### config.mk
export PLATFORM = sky130hd
export DESIGN_NAME = bin_cnt_stage
export DESIGN_NICKNAME = d
export VERILOG_FILES = /design/src/rtl/cnt_stage_pkg.sv /design/src/rtl/cnt_mode_dec.sv /design/src/rtl/cnt_incr.sv /design/src/rtl/cnt_carry.sv /design/src/rtl/bin_cnt_stage.sv
export SDC_FILE = /design/constraint.sdc
export NUM_CORES = 1
export LEC_CHECK = 0
export BUFFER_PORTS_ARGS = -buffer_cell sky130_fd_sc_hd__buf_2
export CORE_AREA = 2 2 39 41
export CTS_CLUSTER_DIAMETER = 40
export DETAILED_ROUTE_END_ITERATION = 8
export DIE_AREA = 0 0 41 43
export SYNTH_ARGS = -nofsm -noshare
export SYNTH_HDL_FRONTEND = slang
export SYNTH_SLANG_ARGS = --single-unit
### constraint.sdc
create_clock -name clk -period 1.5 [get_ports clk]
set_clock_uncertainty 0.1 [all_clocks]
set_input_delay 0.15 -clock clk [delete_from_list [all_inputs] [get_ports clk]]
set_output_delay 0.15 -clock clk [all_outputs]
set_load 0.05 [all_outputs]
### src/rtl/cnt_stage_pkg.sv
package cnt_stage_pkg;

    typedef enum logic [1:0] {
        MODE_ZERO   = 2'd0,
        MODE_PRESET = 2'd1,
        MODE_STEP   = 2'd2,
        MODE_KEEP   = 2'd3
    } stage_mode_e;

endpackage

### src/rtl/cnt_mode_dec.sv
module cnt_mode_dec
    import cnt_stage_pkg::*;
(
    input  logic        sync_zero_n,
    input  logic        preset_n,
    input  logic        cnt_en,
    input  logic        chain_en,
    output stage_mode_e mode
);

    // Fixed priority: zero, preset, step, keep
    always_comb begin
        if (!sync_zero_n) begin
            mode = MODE_ZERO;
        end else if (!preset_n) begin
            mode = MODE_PRESET;
        end else if (cnt_en && chain_en) begin
            mode = MODE_STEP;
        end else begin
            mode = MODE_KEEP;
        end
    end

endmodule

### src/rtl/cnt_incr.sv
module cnt_incr #(
    parameter int WIDTH = 4
) (
    input  logic [WIDTH-1:0] cur,
    output logic [WIDTH-1:0] nxt
);

    // Toggle chain: bit i flips when all lower bits are ones
    logic [WIDTH-1:0] flip;

    assign flip[0] = 1'b1;

    for (genvar i = 1; i < WIDTH; i++) begin : g_flip
        assign flip[i] = flip[i-1] & cur[i-1];
    end

    for (genvar i = 0; i < WIDTH; i++) begin : g_bit
        assign nxt[i] = cur[i] ^ flip[i];
    end

endmodule

### src/rtl/cnt_carry.sv
module cnt_carry #(
    parameter int WIDTH = 4
) (
    input  logic             chain_en,
    input  logic [WIDTH-1:0] cur,
    output logic             carry
);

    logic [WIDTH:0] ones;

    assign ones[0] = chain_en;

    for (genvar i = 0; i < WIDTH; i++) begin : g_and
        assign ones[i+1] = ones[i] & cur[i];
    end

    assign carry = ones[WIDTH];

endmodule

### src/rtl/bin_cnt_stage.sv
module bin_cnt_stage
    import cnt_stage_pkg::*;
#(
    parameter int WIDTH = 4
) (
    input  logic             clk,
    input  logic             sync_zero_n,
    input  logic             preset_n,
    input  logic             cnt_en,
    input  logic             chain_en,
    input  logic [WIDTH-1:0] din,
    output logic [WIDTH-1:0] cnt,
    output logic             carry_out
);

    localparam logic [WIDTH-1:0] ALL_ONES = {WIDTH{1'b1}};
    localparam logic [WIDTH-1:0] ONE      = WIDTH'(1);

    typedef struct packed {
        logic [WIDTH-1:0] count;
    } stage_state_t;

    stage_state_t state_d;
    stage_state_t state_q;
    stage_mode_e  mode;
    logic [WIDTH-1:0] step_val;

    cnt_mode_dec u_mode_dec (
        .sync_zero_n (sync_zero_n),
        .preset_n    (preset_n),
        .cnt_en      (cnt_en),
        .chain_en    (chain_en),
        .mode        (mode)
    );

    cnt_incr #(.WIDTH(WIDTH)) u_incr (
        .cur (state_q.count),
        .nxt (step_val)
    );

    always_comb begin
        state_d = state_q;
        case (mode)
            MODE_ZERO:   state_d.count = '0;
            MODE_PRESET: state_d.count = din;
            MODE_STEP:   state_d.count = step_val;
            default:     state_d.count = state_q.count;
        endcase
    end

    always_ff @(posedge clk) begin
        state_q <= state_d;
    end

    assign cnt = state_q.count;

    cnt_carry #(.WIDTH(WIDTH)) u_carry (
        .chain_en (chain_en),
        .cur      (state_q.count),
        .carry    (carry_out)
    );

    AST_ZERO_WINS: assert property (@(posedge clk) !sync_zero_n |=> cnt == '0);

    AST_PRESET_LOADS: assert property (@(posedge clk) disable iff (!sync_zero_n)
        (sync_zero_n && !preset_n) |=> cnt == $past(din));

    AST_STEP_ADDS_ONE: assert property (@(posedge clk) disable iff (!sync_zero_n)
        (sync_zero_n && preset_n && cnt_en && chain_en) |=> cnt == $past(cnt) + ONE);

    AST_KEEP_HOLDS: assert property (@(posedge clk) disable iff (!sync_zero_n)
        (sync_zero_n && preset_n && !(cnt_en && chain_en)) |=> $stable(cnt));

    AST_WRAP_ZERO: assert property (@(posedge clk) disable iff (!sync_zero_n)
        (sync_zero_n && preset_n && cnt_en && chain_en && cnt == ALL_ONES) |=> cnt == '0);

    AST_CARRY_NEEDS_CHAIN: assert property (@(posedge clk) !chain_en |-> !carry_out);

    AST_CARRY_NEEDS_ONES: assert property (@(posedge clk) carry_out |-> cnt == ALL_ONES);

    AST_CARRY_IGNORES_EN: assert property (@(posedge clk)
        (chain_en && cnt == ALL_ONES && !cnt_en) |-> carry_out);

endmodule

==> results of run 1 <==
[worst max-delay path by stage]
| stage | startpoint | endpoint | slack [ns] | cells past startpoint |
|---|---|---|---|---|
| after global placement | cnt[1]$_DFFE_PP_ | cnt[3]$_DFFE_PP_ | 0.15 | 4 |
| final | cnt[0]$_DFFE_PP_ | carry_out | 0.14 | 4 |
| after global routing | cnt[0]$_DFFE_PP_ | carry_out | 0.06 | 4 |
| after floorplan | cnt[0]$_DFFE_PP_ | cnt[2]$_DFFE_PP_ | -0.10 | 4 |
| after detailed placement | cnt[1]$_DFFE_PP_ | cnt[3]$_DFFE_PP_ | 0.16 | 4 |
| after CTS | cnt[0]$_DFFE_PP_ | carry_out | 0.12 | 4 |
[placed cells by master, fill, tap and decap left out]
cell type  synthesis  final
buf_2              0     13
edfxtp_1           4      4
nand2b_1           3      3
nand4_1            3      3
a21boi_1           3      3
clkbuf_4           0      3
nand2_1            2      2
nand3_1            2      2
xnor2_1            1      1
nand3b_1           1      1
o21ai_1            0      1
nand4b_1           1      1
nor2_2             0      1
ha_4               0      1
ha_2               0      1
buf_4              0      1
[power by group through the flow]
stage / Sequential, W / Combinational, W / Clock (W)
floorplan: 0.000175 / 0.0000257 / 0
global placement: 0.000143 / 0.0000863 / 0
detailed placement: 0.000143 / 0.0000872 / 0
CTS: 0.000142 / 0.0000873 / 0.000141
global route: 0.000143 / 0.0000954 / 0.000142
finish: 0.000141 / 0.0000867 / 0.000135
[stage by stage]
step	worst slack (ns)	instances	total power, W	hold slack (ns)	util (%)
3_3_place_gp	0.147	54	0.000230	0.383	26.5
2_1_floorplan	-0.104	25	0.000201	0.275	-
4_1_cts	0.119	57	0.000370	0.140	28.1
6_report	0.135	57	0.000363	0.147	28.1
3_5_place_dp	0.159	54	0.000230	0.388	26.5
5_1_grt	0.0627	57	0.000380	0.165	28.1
[worst max-delay path: cells and delay by family, from the launching register on]
kind                   cells  cell delay, ns
buffers and inverters      2            0.38
DFF                        1            0.34
and+or+nand+nor            2            0.16
[kinds of logic (layout without fill, tap and decap cells)]
group                    Yosys count  after routing  share of synthesized area, %
flip-flops                         4              4                          44.9
adder cells (fa/ha/maj)            2              2                          9.34
AO/OA/AOI/OAI                      4              4                          10.3
XOR/XNOR                           1              1                          3.27
buffers and inverters              1             17                          4.21
AND/OR/NAND/NOR                   13             13                          28.0
[metal layers]
layer	share of wire, %	vias to the layer above	GRT usage, %	routed length (um)
met5	0	-	0	0
met4	0	0	12.0	0
met3	10	0	3.14	55
met2	41	14	8.13	218
met1	48	93	10.9	253
li1	-	127	-	-
[layout make-up]
class	count	area share, %
well taps	16	5.14
flip-flops and latches	4	30.9
multi-input cells	20	39.5
repair buffers	14	18.6
clock buffers	3	5.79
==> impl_results.md, run 1 <==
- Status: complete, no violations
- Final Hold Viols: 0
- Net Sw Frac: roughly 30%
- Fin crit period: between 1 and 1.5 ns
- Hold Crit Class: input pin to flop
- Antenna diodes: 0
- Pwr/cell area: 932 nW/um2
- # DRC: 0
- Fillers: 149
- CP Class: flop to output port
- Port bufs: 13
- Layout area overhead: 45.3%
- Hold Crit Endpoint: cnt[3]$_DFFE_PP_
- Max-Cap Viols: 0
- Least-Margin Pin Slew: 0.250 ns
- Top post-synthesis cells by area: edfxtp_1 45%, ha_1 9.3%, a21boi_1 8.4%
- Number of global-route vias before repair: 208
- Routed length per instance: roughly 9.2 um
- Hold depth: 3
- Ys flop type: edfxtp_1
- Critical path's slowest cell: edfxtp_1
- Count leader, synth: edfxtp_1
- Power share of the clock group: 37.1%
- Syn avg cell area: 10.7 um2
- Rel. slew slack: between 80 and 90%
- Total gr overflow: 0
- Nets: between 50 and 60
- Site row count: 14
- Detailed-router iteration count before antenna repair: 4
- WL final: 527 um
- 1st-iter DRT viols: 8
- Critical Path RT: 1.25 ns
- Max stage delay on crit path: between 0.3 and 0.4 ns
- Nature of the critical path endpoint: output port
- DIE AREA: approximately 1800 um2
- Multi-input logic area: between 150 and 200 um2
- Total setup buffers inserted after CTS: 0
- Fmax: 0.733 GHz
- # clock sinks: 4
- CTS max path bufs: 2
- Cts bufs inserted: 3
- Area leader, netlist: edfxtp_1
- Starting Density: 19.3%
- Syn Nets: 36
- # IOs: 14
- TritonCTS clock tree: done
- Register area: 120 um2
- Core box area: ~1400 um2
- Largest net degree at the start of global routing: 10
- Period utilization: 91.0%
- Max reg flops: 4
- Worst Min Path Start: din[3]
- Reg2reg start: cnt[1]$_DFFE_PP_
- Unrepaired setup endpoints after global routing: no
- Htree depth: 1
- DRT antenna net count: 0
- Placed cell areas: ~370 um2
- CTS resizes: 0
- Max-slew violation count: 0
- Max VDD drop: 324 uV
- Fraction of registers with async set or reset after synthesis: 0%
- CTS clock-pin slew for the worst setup and hold paths: 0.04 ns
- Number of synthesized register bits: 4
- Syn Inst Count: 25
- Gpl congestion: 0.741
- Cts hold-fix bufs: 0
- Final instance area: ~390 um2
- Seq pwr share: 39.0%
- First-pass GRT wire length: 855 um
- R2r worst-path depth: 4
- Psw: 0.000109 W
- Setup crit start kind: flop
- Cell types with the highest counts after synthesis: 4 x edfxtp_1, 3 x a21boi_1, 3 x nand2b_1, 3 x nand4_1
- CP max FO: 3
- Yosys warning count: 0
- Synth Cell Area: 268 um2
- RR Endpoint: cnt[3]$_DFFE_PP_
- EDFF count, synth: 4
- Die H: 43 um
- Die Span X: 41 um
- Initial antenna violation count: 0
- Share of cells above drive strength 1: around half
- Critical-path cell list: buf_4, nand3_1, nor2_2, buf_2
- Setup_tns: 0 ns
- Vias after detailed routing: 234
- Yosys top cell area share: approximately 45%
- Worst skew pair latency: between 0.2 and 0.25 ns
- Comb power frac: 23.9%
- Vias per cell: 4.11
- CTS root buf: clkbuf_4
- Yosys cell types: 13
- CP arrival: approximately 1.1 ns
- Static Leakage: between 0.15 and 0.2 nW
- GRT Resource Usage Total: ~8.4%
- Reg2reg setup slack: 0.16 ns
- Sequential area share after synthesis: 44.9%
- Internal power: 0.000254 W
- Setup-failing EPs final: 0
Power figures use the tool's default switching activity.
==> run 2: changes to the inputs <==
Settings changed: PLACE_DENSITY from default to 0.44.
==> impl_results.md, run 2 (synthesis results as in run 1) <==
- Starting Density: 19.3% (unchanged)
- Setup-failing EPs final: 0 (unchanged)
- Htree depth: 1 (unchanged)
- CP max FO: 4 (was 3)
- Cts bufs inserted: 3 (unchanged)
- Critical Path RT: 1.38 ns (was 1.25 ns)
- Nets: 53 (was 54)
- Layout area overhead: 42.5% (was 45.3%)
- Most frequent cells in the layout: 13 x buf_2, 4 x edfxtp_1 (unchanged)
- Period utilization: 91.1% (was 91.0%)
- Share of cells above drive strength 1: 47.5% (was 48.8%)
- Total gr overflow: 0 (unchanged)
- Max-Cap Viols: 0 (unchanged)
- TritonCTS clock tree: done (unchanged)
- First-pass GRT wire length: 986 um (was 855 um)
- Pwr/cell area: 947 nW/um2 (was 932 nW/um2)
- Setup crit start kind: flop (unchanged)
- Max VDD drop: 303 uV (was 324 uV)
- DRT antenna net count: 0 (unchanged)
- CTS root buf: clkbuf_4 (unchanged)
- CP arrival: 1.25 ns (was 1.11 ns)
- Commonest non-fill, non-tap cell in the layout: buf_2 (unchanged)
- Number of global-route vias before repair: 240 (was 208)
- Final cell count without fillers: 56 (was 57)
- CP Class: flop to flop (was flop to output port)
- Fmax: 0.732 GHz (was 0.733 GHz)
- Vias after detailed routing: 257 (was 234)
- WL final: 615 um (was 527 um)
- Final Hold Viols: 0 (unchanged)
- Die H: 43 um (unchanged)
- CTS max path bufs: 2 (unchanged)
- CP top delay family: flip-flops (was buffers and inverters)
- Initial antenna violation count: 0 (unchanged)
- Vias per cell: 4.59 (was 4.11)
- # clock sinks: 4 (unchanged)
- GRT Resource Usage Total: 9.08% (was 8.39%)
- Rel. slew slack: 83.4% (about the same)
- Die Span X: 41 um (unchanged)
- Site row count: 14 (unchanged)
- Max-slew violation count: 0 (unchanged)
- Core box area: 1380 um2 (unchanged)
- Unrepaired setup endpoints after global routing: no (unchanged)
- Cts hold-fix bufs: 0 (unchanged)
- Crit path buffers/inverters: 0 (was 2)
- Final Core Density: 27.6% (was 28.1%)
- Total setup buffers inserted after CTS: 0 (unchanged)
- 1st-iter DRT viols: 6 (was 8)
- Max reg flops: 4 (unchanged)
- Detailed-router iteration count before antenna repair: 4 (unchanged)
- CTS resizes: 0 (unchanged)
- Worst skew pair latency: 0.24 ns (was 0.23 ns)
- # DRC: 0 (unchanged)
- Routed length per instance: 11.0 um (was 9.25 um)
- Hold Crit Class: input pin to flop (unchanged)
- Critical path's slowest cell: edfxtp_1 (unchanged)
- CTS clock-pin slew for the worst setup and hold paths: 0.04 ns (about the same)
- Placed insts: 53 (was 54)
- Fin crit period: 1.37 ns (was 1.36 ns)
- # IOs: 14 (unchanged)
- Status: complete, no violations (unchanged)
- Static Leakage: 0.157 nW (was 0.163 nW)
- Final worst setup slack: 0.134 ns (was 0.135 ns)
- DIE AREA: 1760 um2 (unchanged)
- Max stage delay on crit path: 0.42 ns (was 0.34 ns)
- Gpl congestion: 0.732 (was 0.741)
- Port bufs: 13 (unchanged)
- Nature of the critical path endpoint: flop (was output port)
- Critical-path cell list: ha_2, ha_4, xnor2_1, o21ai_1 (was buf_4, nand3_1, nor2_2, buf_2)
- Least-Margin Pin Slew: 0.250 ns (about the same)
- Antenna diodes: 0 (unchanged)
- Largest net degree at the start of global routing: 10 (unchanged)
- Dpl ws: 0.146 ns (was 0.159 ns)
run 2: through the flow:
step / power, W / area, um2 / hold WS [ns] / setup TNS, ns
6_report: 0.000361 / 382 / 0.151 / 0
5_1_grt: 0.000381 / 382 / 0.187 / 0
4_1_cts: 0.000366 / 382 / 0.145 / 0
3_5_place_dp: 0.000228 / 359 / 0.390 / 0
3_3_place_gp: 0.000227 / 359 / 0.394 / 0
2_1_floorplan: 0.000201 / 285 / 0.275 / -0.237
run 2: path summary, 6_finish.rpt:
kind                      end  slack, ns        startpoint  cells after the start
max          cnt[3]$_DFFE_PP_       0.13  cnt[0]$_DFFE_PP_                      4
min reg2reg  cnt[3]$_DFFE_PP_       0.59  cnt[3]$_DFFE_PP_                      2
min          cnt[3]$_DFFE_PP_       0.15            din[3]                      3
max reg2reg  cnt[3]$_DFFE_PP_       0.13  cnt[0]$_DFFE_PP_                      4
run 2: cell type report:
cell class                      count  area (um2)
Fill cell                         151        1000
Tap cell                           16        20.0
Sequential cell                     4         120
Timing Repair Buffer               13        65.1
Multi-Input combinational cell     20         154
Clock buffer                        3        22.5
run 2: power breakdown:
part / leakage [nW] / internal [W] / switching [W]
Sequential: 0.0448 / 0.000134 / 0.00000877
Combinational: 0.0988 / 0.0000271 / 0.0000550
Clock: 0.0138 / 0.0000896 / 0.0000463
Total: 0.157 / 0.000251 / 0.000110
run 2: worst reg2reg max path, delay by kind of cell, from the launching register on:
| family | cells | cell delay [ns] |
|---|---|---|
| compound gates | 1 | 0.07 |
| xor+xnor | 1 | 0.15 |
| fa+ha+maj | 2 | 0.37 |
| flops | 1 | 0.42 |
run 2: routing by layer:
metal	wire length (um)	GRT usage, %
met1	297	11.8
met2	258	9.38
met3	44	3.14
met4	14	12.0
met5	0	0
